$ cat config.mk
export PLATFORM = sky130hd
export DESIGN_NAME = nvsram_guard
export DESIGN_NICKNAME = d
export VERILOG_FILES = /design/src/rtl/nvg_pkg.sv /design/src/rtl/nvg_sync.sv /design/src/rtl/nvg_fsm.sv /design/src/rtl/nvg_gate.sv /design/src/rtl/nvsram_guard.sv
export SDC_FILE = /design/constraint.sdc
export NUM_CORES = 1
export LEC_CHECK = 0
export BUFFER_PORTS_ARGS = -buffer_cell sky130_fd_sc_hd__buf_4
export CAP_MARGIN = 5
export CORE_MARGIN = 2
export CORE_UTILIZATION = 25
export CTS_CLUSTER_SIZE = 14
export DETAILED_ROUTE_END_ITERATION = 10
export HOLD_SLACK_MARGIN = 0.1
export PLACE_DENSITY_LB_ADDON = 0.15
export RECOVER_POWER = 25
export SLEW_MARGIN = 20
export SYNTH_ARGS = -nofsm -noshare
export SYNTH_HDL_FRONTEND = slang
export SYNTH_SLANG_ARGS = --single-unit
$ cat constraint.sdc
create_clock -name clk -period 4.2 [get_ports clk]
set_input_delay 0.21 -clock clk [delete_from_list [all_inputs] [get_ports clk]]
set_output_delay 0.21 -clock clk [all_outputs]
set_load 0.01 [all_outputs]
$ cat src/rtl/nvg_pkg.sv
package nvg_pkg;
    typedef enum logic [1:0] {
        ST_SEALED = 2'd0,
        ST_NORMAL = 2'd1,
        ST_PROT   = 2'd2,
        ST_BACKUP = 2'd3
    } nvg_state_e;

    // thermometer flag positions
    localparam int LVL_SWITCH = 0; // ~3.0 V
    localparam int LVL_SEAL   = 1; // 4.25 V
    localparam int LVL_MID    = 2; // 4.5 V
    localparam int LVL_FULL   = 3; // 4.75 V
    localparam int N_LVL      = 4;
endpackage

$ cat src/rtl/nvg_sync.sv
module nvg_sync #(
    parameter int W      = 4,
    parameter int STAGES = 2
) (
    input  logic         clk,
    input  logic         arst_n,
    input  logic [W-1:0] d,
    output logic [W-1:0] q
);
    logic [W-1:0] stg [STAGES];

    always_ff @(posedge clk or negedge arst_n) begin
        if (!arst_n) stg[0] <= '0;
        else         stg[0] <= d;
    end

    for (genvar i = 1; i < STAGES; i++) begin : g_stage
        always_ff @(posedge clk or negedge arst_n) begin
            if (!arst_n) stg[i] <= '0;
            else         stg[i] <= stg[i-1];
        end
    end

    assign q = stg[STAGES-1];
endmodule

$ cat src/rtl/nvg_fsm.sv
module nvg_fsm
    import nvg_pkg::*;
#(
    parameter bit TIGHT_TOL = 1'b1
) (
    input  logic             clk,
    input  logic             rst_n,
    input  logic             cold_rst_n,
    input  logic [N_LVL-1:0] lvl_s,
    output nvg_state_e       st,
    output logic             seal_done
);
    localparam int PROT_IDX = TIGHT_TOL ? LVL_MID : LVL_SEAL;
    localparam int RES_IDX  = PROT_IDX + 1;

    nvg_state_e nxt;
    logic prot_ok, resume_ok;

    assign prot_ok   = lvl_s[PROT_IDX];
    assign resume_ok = lvl_s[RES_IDX];

    // seal memory survives warm reset
    always_ff @(posedge clk or negedge cold_rst_n) begin
        if (!cold_rst_n)
            seal_done <= 1'b0;
        else if (rst_n && st == ST_SEALED && lvl_s[LVL_SEAL])
            seal_done <= 1'b1;
    end

    // state register
    always_ff @(posedge clk) begin
        if (!rst_n || !cold_rst_n)
            st <= (seal_done && cold_rst_n) ? ST_PROT : ST_SEALED;
        else
            st <= nxt;
    end

    always_comb begin
        nxt = st;
        unique case (st)
            ST_SEALED: if (lvl_s[LVL_SEAL]) nxt = resume_ok ? ST_NORMAL : ST_PROT;
            ST_NORMAL: if (!prot_ok) nxt = ST_PROT;
            ST_PROT: begin
                if (!lvl_s[LVL_SWITCH]) nxt = ST_BACKUP;
                else if (resume_ok)     nxt = ST_NORMAL;
            end
            ST_BACKUP: if (lvl_s[LVL_SWITCH]) nxt = ST_PROT;
            default:   nxt = ST_SEALED;
        endcase
    end
endmodule

$ cat src/rtl/nvg_gate.sv
module nvg_gate
    import nvg_pkg::*;
(
    input  nvg_state_e st,
    input  logic       host_ce_n,
    input  logic       host_we_n,
    input  logic       host_oe_n,
    output logic       ram_ce_n,
    output logic       ram_we_n,
    output logic       ram_oe_n,
    output logic       dq_drive_en,
    output logic       backup_sel
);
    logic sel, wr, rd;

    assign sel = !host_ce_n;
    assign wr  = sel && !host_we_n;
    assign rd  = sel && !host_oe_n && host_we_n;

    always_comb begin
        ram_ce_n    = 1'b1;
        ram_we_n    = 1'b1;
        ram_oe_n    = 1'b1;
        dq_drive_en = 1'b0;
        backup_sel  = 1'b0;
        unique case (st)
            ST_NORMAL: begin
                ram_ce_n    = !sel;
                ram_we_n    = !wr;
                ram_oe_n    = !rd;
                dq_drive_en = rd;
            end
            ST_BACKUP: backup_sel = 1'b1;
            ST_SEALED, ST_PROT: ;
            default: ;
        endcase
    end
endmodule

$ cat src/rtl/nvsram_guard.sv
module nvsram_guard
    import nvg_pkg::*;
#(
    parameter bit TIGHT_TOL   = 1'b1,
    parameter int SYNC_STAGES = 2
) (
    input  logic             clk,
    input  logic             rst_n,
    input  logic             cold_rst_n,
    input  logic [N_LVL-1:0] supply_lvl,
    input  logic             host_ce_n,
    input  logic             host_we_n,
    input  logic             host_oe_n,
    output logic             ram_ce_n,
    output logic             ram_we_n,
    output logic             ram_oe_n,
    output logic             dq_drive_en,
    output logic             backup_sel
);
    logic             any_rst_n;
    logic [N_LVL-1:0] lvl_s;
    nvg_state_e       st;
    logic             seal_done;

    assign any_rst_n = rst_n & cold_rst_n;

    nvg_sync #(.W(N_LVL), .STAGES(SYNC_STAGES)) u_sync (
        .clk(clk), .arst_n(any_rst_n), .d(supply_lvl), .q(lvl_s)
    );

    nvg_fsm #(.TIGHT_TOL(TIGHT_TOL)) u_fsm (
        .clk(clk), .rst_n(rst_n), .cold_rst_n(cold_rst_n),
        .lvl_s(lvl_s), .st(st), .seal_done(seal_done)
    );

    nvg_gate u_gate (
        .st(st), .host_ce_n(host_ce_n), .host_we_n(host_we_n),
        .host_oe_n(host_oe_n), .ram_ce_n(ram_ce_n), .ram_we_n(ram_we_n),
        .ram_oe_n(ram_oe_n), .dq_drive_en(dq_drive_en), .backup_sel(backup_sel)
    );
endmodule

==> impl_results.md, run 1 <==
- Num CTS Buffers: 3
- Grt total ovfl: 0
- IO Pins: 15
- Final GP Congestion: 0.5994
- Die Y: 44.89 um
- Avg WL per Cell: 10.00 um
- Die Wd: 44.89 um
- Mapped Area: between 400 and 500 um^2
- Drt first pass iters: 2
- TritonCTS clock tree: built
- RSZ-0062 raised after global routing: no
- Req. time, crit path: 3.99 ns
- Finished Cell Area: between 600 and 700 um^2
- Initial Utilization: 0.2711
- Slowest CP cell: edfxtp_1
- Clk root buf: clkbuf_4
- Sink Count: 11
- H-tree depth: 1
- Worst-path cell chain: nor3b_2 > nand3b_1 > inv_1 > buf_4
- Largest net degree at the start of global routing: 11
- Row cnt: 14
- Final routed DRC violation total: 0
- Post-CTS setup buffer count: 0
- Post-synthesis register bit count: 11
- Share of layout cells above drive strength 1: 0.3636
- Detail Route Antenna Nets: 0
- Setup CP Type: flip-flop to output port
- GR Util All Layers: 0.08769
- Ant diodes: 0
- Final period utilization: 0.3677
- Vias in the first global route: approximately 330
- Synth area leaders: dfrtp_1 (54%), edfxtp_1 (14%), mux4_2 (5.4%)
- Core Box Area: 1541 um^2
- Number of max-cap violations: 0
- Resize count post-CTS: 0
- Leakage: approximately 0.3 nW
- Skew-Pair Late Insertion Delay: ~0.26 ns
- Area grow syn2layout: 49.70%
- Synth Area per Inst: 13.48 um^2
- Fmax: 0.6475 GHz
- Hold Violations, Final: 0
- Iteration-0 DRC Markers: 1
- Hold crit path type: input port to async pin
- Syn Inst Count: 31
- Worst vdd ir: 0.1575 mV
- Die area: 2015 um^2
- Fin. max-slew vios: 0
- Fin Clk Skew: 0.005366 ns
- Initial antenna violation count: 0
- Port Buffers: 14
- Number of vias per cell: 4.338
- CP Capture Type: output port
- FILL cells: 161
- Status: finished clean
- CP arrival: between 1 and 1.5 ns
- Measured slew at the worst slew-check pin: 0.3984 ns
- Yosys warnings: 0
- Setup TNS: 0 ns
- Distinct cells, synth: 16
- Hold buffers post-CTS: 6
- Final worst path period need: 1.544 ns
- Finish-stage setup viols: 0
- Power per Cell Area: 348.0 nW/um^2
- Final Util: 0.4058
- CP startpoint kind: flip-flop
- First-pass GRT wire length: 1207 um
- Clock Tree Buf Depth: 2
- Top-area cell type share of the netlist area: 0.5389
- Routed vias: 308
- Placed cell area: between 500 and 600 um^2
- Syn_nets: between 40 and 50
- Register area share after synthesis: 0.6826
- Slew margin rel.: 0.7344
- Nets: 66
- Cell taking the most area after synthesis: dfrtp_1
- Crit path max fanout: 6
- Routed Wire Length: 710 um
- CTS clock-pin slew for the worst setup and hold paths: 0.07 ns
- CP max stage delay: 0.49 ns
critical path, delay by kind of cell (launching register included):
kind	cells	cell delay, ns
buffers and inverters	2	0.18
AND/OR/NAND/NOR	2	0.41
flip-flops	1	0.49
final cells by class:
| type | count | area [um^2] | area share |
|---|---|---|---|
| timing repair buffer | 20 | 161.4 | 0.2580 |
| sequential | 11 | 285.3 | 0.4560 |
| multi-input combinational | 16 | 117.6 | 0.1880 |
| inverter | 4 | 15.01 | 0.02400 |
| clock buffer | 4 | 26.28 | 0.04200 |
| tap | 16 | 20.02 | 0.03200 |
synthesized netlist by cell type, drive strengths merged:
master  number
nor3b        1
edfxtp       2
a31o         1
a21oi        1
o21ai        2
nor2         3
mux2i        1
nand3b       1
inv          4
mux4         1
nand2b       1
dfrtp        9
and2         2
nor2b        1
nand2        1
cells in the final DEF, fill, tap and decap left out, types with 2 or more instances in the layout:
master         synthesis  layout
dlygate4sd3_1          0       6
clkbuf_4               0       4
clkbuf_1               0       2
edfxtp_1               2       2
buf_4                  0      12
o21ai_0                2       2
dfrtp_1                9       9
nor2_1                 3       3
inv_1                  4       4
state kept, by name, summed over array words and instances, names as in the netlist:
| register | count |
|---|---|
| u_fsm.seal_done | 1 |
| u_sync.stg | 4 |
| u_sync.q | 4 |
| u_fsm.st | 2 |
worst paths after layout:
kind	start	end	slack (ns)	depth (start not counted)
hold / removal	cold_rst_n	u_fsm.seal_done$_DFFE_PN0P_	0.26	2
max in group asynchronous	cold_rst_n	u_sync.stg[4]$_DFF_PN0_	3.35	3
min in group clk	u_sync.stg[4]$_DFF_PN0_	u_sync.q[0]$_DFF_PN0_	0.35	0
hold reg to reg	u_sync.stg[4]$_DFF_PN0_	u_sync.q[0]$_DFF_PN0_	0.35	0
setup reg to reg	u_fsm.st[1]$_DFFE_PP_	u_fsm.st[1]$_DFFE_PP_	2.81	2
setup / recovery	u_fsm.st[1]$_DFFE_PP_	dq_drive_en	2.66	4
stage by stage:
| stage | setup slack, ns | hold WS, ns | total power, mW | std cells |
|---|---|---|---|---|
| 5_1_grt | 2.530 | 0.2697 | 0.2300 | 71 |
| 2_1_floorplan | 2.866 | -0.08559 | 0.1348 | 31 |
| 3_5_place_dp | 2.802 | -0.004715 | 0.1480 | 61 |
| 4_1_cts | 2.631 | 0.2466 | 0.2235 | 71 |
| 3_3_place_gp | 2.832 | -0.008060 | 0.1467 | 61 |
| 6_report | 2.656 | 0.2581 | 0.2177 | 71 |
cells by family after synthesis:
family	after synthesis	synth area share
AOI/OAI and AO/OA	4	0.05688
DFF	11	0.6827
buffers and inverters	4	0.03592
muxes	2	0.07784
and+or+nand+nor	10	0.1467
routing by layer:
metal,share of wire,wire length (um),global-route usage,vias up
li1,-,-,-,150
met1,0.36,257,0.09067,147
met2,0.57,404,0.1449,11
met3,0.068,48,0.04000,0
met4,0,0,0.05294,0
met5,0,0,0,-
power by group:
part	total [mW]	internal, mW	switching, mW
clock	0.0687	0.0367	0.0320
sequential	0.122	0.116	0.00591
combinational	0.0274	0.0179	0.00946
Power figures use the tool's default switching activity.
==> inputs of run 2 (changes only) <==
ABC_AREA = 1   (was default)
clock period = 1.35 ns   (was 4.2 ns; I/O delays follow)
==> run 2 against run 1 <==
Effect of this change:
- worst setup slack worse by 2.6 ns
- clock-buffer cell count is 1 lower
- global-route usage is 0.68 points higher
- clock skew is 0.0047 ns lower
- combinational power grew to 5.3 times the previous value
- critical path type unchanged
==> impl_results.md, run 2 <==
- First-pass GRT wire length: around 1400 um
- Leakage: 0.3629 nW
- Sequential cell area: ~290 um^2
- Status: finished clean
- IO Pins: 15
- Post-synthesis register bit count: 11
- Power per Cell Area: 1042 nW/um^2
- Net Sw Frac: 0.2594
- Sw power: 0.1914 mW
- Worst vdd ir: between 0.8 and 0.9 mV
- Initial antenna violation count: 0
- Die area: about 2200 um^2
- CP max stage delay: 0.43 ns
- Grt total ovfl: 0
- Area grow syn2layout: 55.07%
- Die Wd: 46.74 um
- Iteration-0 DRC Markers: 6
- CP arrival: 1.22 ns
- Routed vias: 367
- Final Util: 0.4101
- Fmax: 0.7766 GHz
- Syn Inst Count: 46
- Detail Route Antenna Nets: 0
- Fin. max-slew vios: 0
- P_int: 0.5463 mW
- Top cells by count, synth: dfrtp_1 (9), nand2_1 (9), inv_1 (7), nor2_1 (7), nand3_1 (5)
- Final period utilization: 0.9538
- Comb pwr share: 0.197
- Avg WL per Cell: 8.184 um
- Mapped Area: 456.7 um^2
- GR Util All Layers: 0.09448
- Fin Clk Skew: 0.0006309 ns
- Req. time, crit path: 1.28 ns
- TritonCTS clock tree: built
- Row cnt: 15
- Top-area cell type share of the netlist area: 0.4932
- Final GP Congestion: around 0.72
- Synth Area per Inst: 9.928 um^2
- Nets: between 80 and 90
- Cell taking the most area after synthesis: dfrtp_1
- Syn_nets: between 50 and 60
- Drt first pass iters: 4
- Clock Tree Buf Depth: 2
- Prevailing post-synth register cell: dfrtp_1
- Crit path max fanout: 3
- Multi-input gate area in the final layout: 142.6 um^2
- Number of vias per cell: about 3.7
- Clock power share: 0.292
- Async S/R FF share, synth: 0.8182
- Vias in the first global route: 333
- Slowest CP cell: edfxtp_1
- Clk root buf: clkbuf_4
- Sink Count: 11
- Most common cell after layout, fill and taps aside: buf_4
- RSZ-0062 raised after global routing: yes
- Pwr Total: 0.7377 mW
- Synth area leaders: dfrtp_1 (49%), edfxtp_1 (13%), nand2_1 (7.4%)
- Distinct cells, synth: 12
- Skew-Pair Late Insertion Delay: 0.26 ns
- Ant diodes: 0
- Num CTS Buffers: 3
- Hold crit path type: input port to async pin
- CP Capture Type: output port
- Commonest non-fill, non-tap cells in the layout: buf_4 (14), dfrtp_1 (9), nand2_1 (8), inv_1 (7)
- Number of synthesized flops with an enable pin: 2
- Largest net degree at the start of global routing: 9
- CTS clock-pin slew for the worst setup and hold paths: 0.07 ns
- Core Box Area: 1727 um^2
- Placed cell area: ~600 um^2
- Measured slew at the worst slew-check pin: 0.1993 ns
- Initial Utilization: 0.2645
- R2R cell count: 5
- Worst-path cell chain: nor2_4 > nand2_4 > nor3_4 > inv_2 > buf_6
- Final routed DRC violation total: 0
- Routed Wire Length: 802 um
- Reg power frac: 0.512
- H-tree depth: 1
- Number of max-cap violations: 0
- Finished Cell Area: roughly 710 um^2
- Die Y: 46.74 um
- Hold Violations, Final: 0
- DP HPWL: approximately 610 um
- Share of layout cells above drive strength 1: 0.3836
- Register area share after synthesis: 0.6247
- Setup CP Type: flip-flop to output port
- Port Buffers: 14
- CP startpoint kind: flip-flop
- FILL cells: 179
- Final worst path period need: 1.288 ns
- Slew margin rel.: 0.8666
- Yosys warnings: 0
- Finish-stage setup viols: 0
## run 2: cell types whose count changed after synthesis, sizes merged, moves of 2 or more
cell   before  now
nand2       1   10
inv         4    9
nand3       0    5
nor2        3    8
and2        2    0
## run 2: stage by stage
step	instances	setup TNS, ns	hold slack [ns]	setup WS (ns)
after floorplan	46	0	-0.2281	0.1967
after global placement	86	0	-0.1477	0.1945
after detailed placement	86	0	-0.1465	0.1602
after CTS	97	0	0.1043	0.004010
after global routing	98	-0.03596	0.1269	-0.02621
final	98	0	0.1340	0.06241
## run 2: timing repair
item,CTS,global route
endpoints found under the hold margin,14,0
gates resized for setup,0,3
setup endpoints to repair,2,4
pin swaps,0,1
hold buffers,6,0
gates cloned,0,0
setup buffers,1,1
## run 2: per-layer routing
layer  share of wire  GRT usage  wire length, um  vias up
li1                -          -                -      194
met1            0.46     0.1051              365      159
met2            0.49     0.1500              392       12
met3           0.049    0.05769               39        2
met4          0.0062    0.03333                5        0
met5               0          0                0        -
## run 2: final timing paths
check	startpoint	to	slack, ns
worst min-delay path	cold_rst_n	u_fsm.seal_done$_DFFE_PN0P_	0.13
min in group clk	u_sync.stg[6]$_DFF_PN0_	u_sync.q[2]$_DFF_PN0_	0.35
worst max register to register	u_fsm.st[1]$_DFFE_PP_	u_fsm.st[1]$_DFFE_PP_	0.11
worst max-delay path	u_fsm.st[1]$_DFFE_PP_	ram_oe_n	0.06
max in group asynchronous	cold_rst_n	u_sync.q[3]$_DFF_PN0_	0.67
worst min register to register	u_sync.stg[6]$_DFF_PN0_	u_sync.q[2]$_DFF_PN0_	0.35
## run 2: cell families (layout without fill, tap and decap cells)
group | after synthesis | count (layout) | share of synthesized area
buffers and inverters | 9 | 36 | 0.07399
AND/OR/NAND/NOR | 24 | 24 | 0.2712
AO/OA/AOI/OAI | 2 | 2 | 0.03013
flip-flops | 11 | 11 | 0.6247
## run 2: power by group through the flow
stage	clock network (mW)	logic (mW)	registers, mW
finish	0.215	0.145	0.377
global route	0.248	0.164	0.380
CTS	0.230	0.136	0.380
detailed placement	0	0.110	0.391
global placement	0	0.111	0.389
floorplan	0	0.0640	0.386
## run 2: final cells by class
cell class                 instances  share of cell area
sequential                        11              0.4028
multi-input combinational         26              0.2014
inverter                           9             0.04770
timing repair buffer              23              0.2650
clock inverter                     1            0.007067
clock buffer                       3             0.03180
tap                               25             0.04417
## run 2: critical path, delay by kind of cell (launching register included)
family	cells	cell delay, ns
DFF	1	0.43
and+or+nand+nor	3	0.36
buffers and inverters	2	0.16
==> inputs of run 3 (changes only) <==
SYNTH_HIERARCHICAL = 1   (was default)
==> run 3 against run 2 <==
Effect of this change:
- sequential share of layout area increased by 0.21 points
- sequential power about the same
- register-to-register slack about the same
- total power increased by 1.1%
==> impl_results.md, run 3 <==
- Status: finished clean
- Ant diodes: 0
- Die area: 2354 um^2
- Synth Area in Compound Gates: 0.04545
- Hold Violations, Final: 0
- Die Wd: 48.52 um
- Die Y: 48.52 um
- Hold crit path type: input port to async pin
- Routed Wire Length: 786 um
- Crit path max fanout: 3
- Detail Route Antenna Nets: 0
- Fmax: 0.7965 GHz
- Pwr Total: 0.7458 mW
- Core Box Area: 1922 um^2
- Avg WL per Cell: between 7 and 8 um
- Final period utilization: 0.9300
- Measured slew at the worst slew-check pin: 0.2847 ns
- CP startpoint kind: flip-flop
- Iteration-0 DRC Markers: 2
- Final routed DRC violation total: 0
- Initial antenna violation count: 0
- Final worst path period need: ~1.3 ns
- Row cnt: 16
- Fin. max-slew vios: 0
- Comb pwr share: 0.192
- Xor-xnor portion of the synthesized cell area: 0
- Initial Utilization: 0.2578
- Yosys warnings: 6
- Top cells by count, synth: nand2_1 (14), inv_1 (10), dfrtp_1 (9), nor2_1 (8), nand3_1 (5)
- Clk root buf: clkbuf_4
- CTS clock-pin slew for the worst setup and hold paths: 0.07 ns
- Largest family of logic cells by synthesized area: simple AND/OR/NAND/NOR gates
- Post-synthesis register bit count: 11
- Top-area cell type share of the netlist area: 0.4545
- Mapped Area: 495.5 um^2
- Leakage: 0.3596 nW
- Grt total ovfl: 0
- RSZ-0062 raised after global routing: no
- Async S/R FF share, synth: 0.8182
- Synth Area per Inst: 8.693 um^2
- Worst vdd ir: approximately 0.59 mV
- Distinct cells, synth: 11
- H-tree depth: 1
- Synth area leaders: dfrtp_1 (45%), edfxtp_1 (12%), nand2_1 (11%)
- Finish-stage setup viols: 0
- Finished Cell Area: ~700 um^2
- Power per Cell Area: 1059 nW/um^2
- IO Pins: 15
- Req. time, crit path: ~1.3 ns
- Fin Clk Skew: 0.0005469 ns
- CP arrival: approximately 1.2 ns
- Share of layout cells above drive strength 1: 0.2911
- Slew margin rel.: 0.8100
- Sw power: between 0.15 and 0.2 mW
- DP HPWL: 570.3 um
- TritonCTS clock tree: built
- CP Capture Type: output port
- Commonest non-fill, non-tap cells in the layout: nand2_1 (14), buf_4 (14), inv_1 (10), dfrtp_1 (9), nor2_1 (7)
- Synth Area in Simple Gates: 0.2424
- Register area share after synthesis: 0.5758
- Area grow syn2layout: 42.17%
- Vias in the first global route: 391
- Final Util: 0.3665
- Port Buffers: 14
- Number of synthesized flops with an enable pin: 2
- Placed cell area: 611.8 um^2
- Most common cell in the synthesized netlist: nand2_1
- Setup CP Type: flip-flop to output port
- Nets: 90
- Number of vias per cell: 3.811
- Skew-Pair Late Insertion Delay: 0.27 ns
- Drt first pass iters: 2
- Final GP Congestion: 0.7425
- Number of max-cap violations: 0
- Multiplexer share of the synthesized area: 0
- P_int: 0.5511 mW
- Prevailing post-synth register cell: dfrtp_1
- Syn Inst Count: between 50 and 60
- Num CTS Buffers: 3
- Cell taking the most area after synthesis: dfrtp_1
- Net Sw Frac: 0.2610
- Clock Tree Buf Depth: 2
- Largest net degree at the start of global routing: 9
- Clock power share: 0.299
- Setup TNS: 0 ns
- Synth Area in Adders: 0
- FILL cells: 208
- Sink Count: 11
- Syn_nets: between 60 and 70
- GR Util All Layers: 0.08235
- Reg power frac: 0.509
- Routed vias: 404
- First-pass GRT wire length: 1414 um
[run 3: cell type report]
class | count | area [um^2] | area share
inverter | 10 | 37.54 | 0.05329
timing repair buffer | 22 | 176.4 | 0.2504
sequential | 11 | 285.3 | 0.4050
clock buffer | 4 | 26.28 | 0.03730
tap | 27 | 33.78 | 0.04796
multi-input combinational | 32 | 145.1 | 0.2060
[run 3: cell families (layout without fill, tap and decap cells)]
kind of cell	after synthesis	in the layout
flip-flops	11	11
buffers and inverters	14	36
AO/OA/AOI/OAI	3	3
AND/OR/NAND/NOR	29	29
[run 3: stage by stage]
step | cells | setup WS [ns] | hold slack [ns]
after floorplan | 57 | 0.2006 | -0.2281
after global routing | 106 | 0.01686 | 0.1391
final | 106 | 0.09444 | 0.1458
after detailed placement | 95 | 0.1191 | -0.1408
after global placement | 95 | 0.1324 | -0.1431
after CTS | 106 | 0.07060 | 0.1099
[run 3: metal layers]
metal / global-route usage / share of wire
met5: 0 / 0
met2: 0.1412 / 0.53
met3: 0.02778 / 0.047
met4: 0.07143 / 0.017
met1: 0.07843 / 0.41
[run 3: final timing paths]
| path | end | slack, ns | cells after the start | start |
|---|---|---|---|---|
| min in group clk | u_sync/q[1]$_DFF_PN0_ | 0.35 | 0 | u_sync/stg[5]$_DFF_PN0_ |
| min | u_fsm/seal_done$_DFFE_PN0P_ | 0.15 | 2 | cold_rst_n |
| max reg2reg | u_fsm/st[0]$_SDFFCE_PP0P_ | 0.12 | 6 | u_fsm/st[1]$_DFFE_PP_ |
| min reg2reg | u_sync/q[1]$_DFF_PN0_ | 0.35 | 0 | u_sync/stg[5]$_DFF_PN0_ |
| max in group asynchronous | u_sync/q[0]$_DFF_PN0_ | 0.72 | 4 | cold_rst_n |
| max | ram_oe_n | 0.09 | 4 | u_fsm/st[1]$_DFFE_PP_ |
[run 3: worst max-delay path, stage by stage, from the launching register on]
cell and delay, ns:
edfxtp_1 0.41, buf_4 0.16, nor2_2 0.13, nand3_1 0.08, buf_4 0.14
[run 3: power by group through the flow]
stage | sequential [mW] | combinational [mW] | clock (mW)
4_1_cts | 0.380 | 0.146 | 0.236
3_3_place_gp | 0.391 | 0.120 | 0
6_report | 0.380 | 0.143 | 0.223
3_5_place_dp | 0.391 | 0.120 | 0
5_1_grt | 0.384 | 0.161 | 0.253
2_1_floorplan | 0.386 | 0.0757 | 0
[run 3: what timing repair did]
action | CTS | global route
hold endpoints to repair | 14 | 0
hold buffers | 6 | 0
endpoints found under the setup margin | 1 | 2
setup buffers | 1 | 0
gates resized for setup | 0 | 1
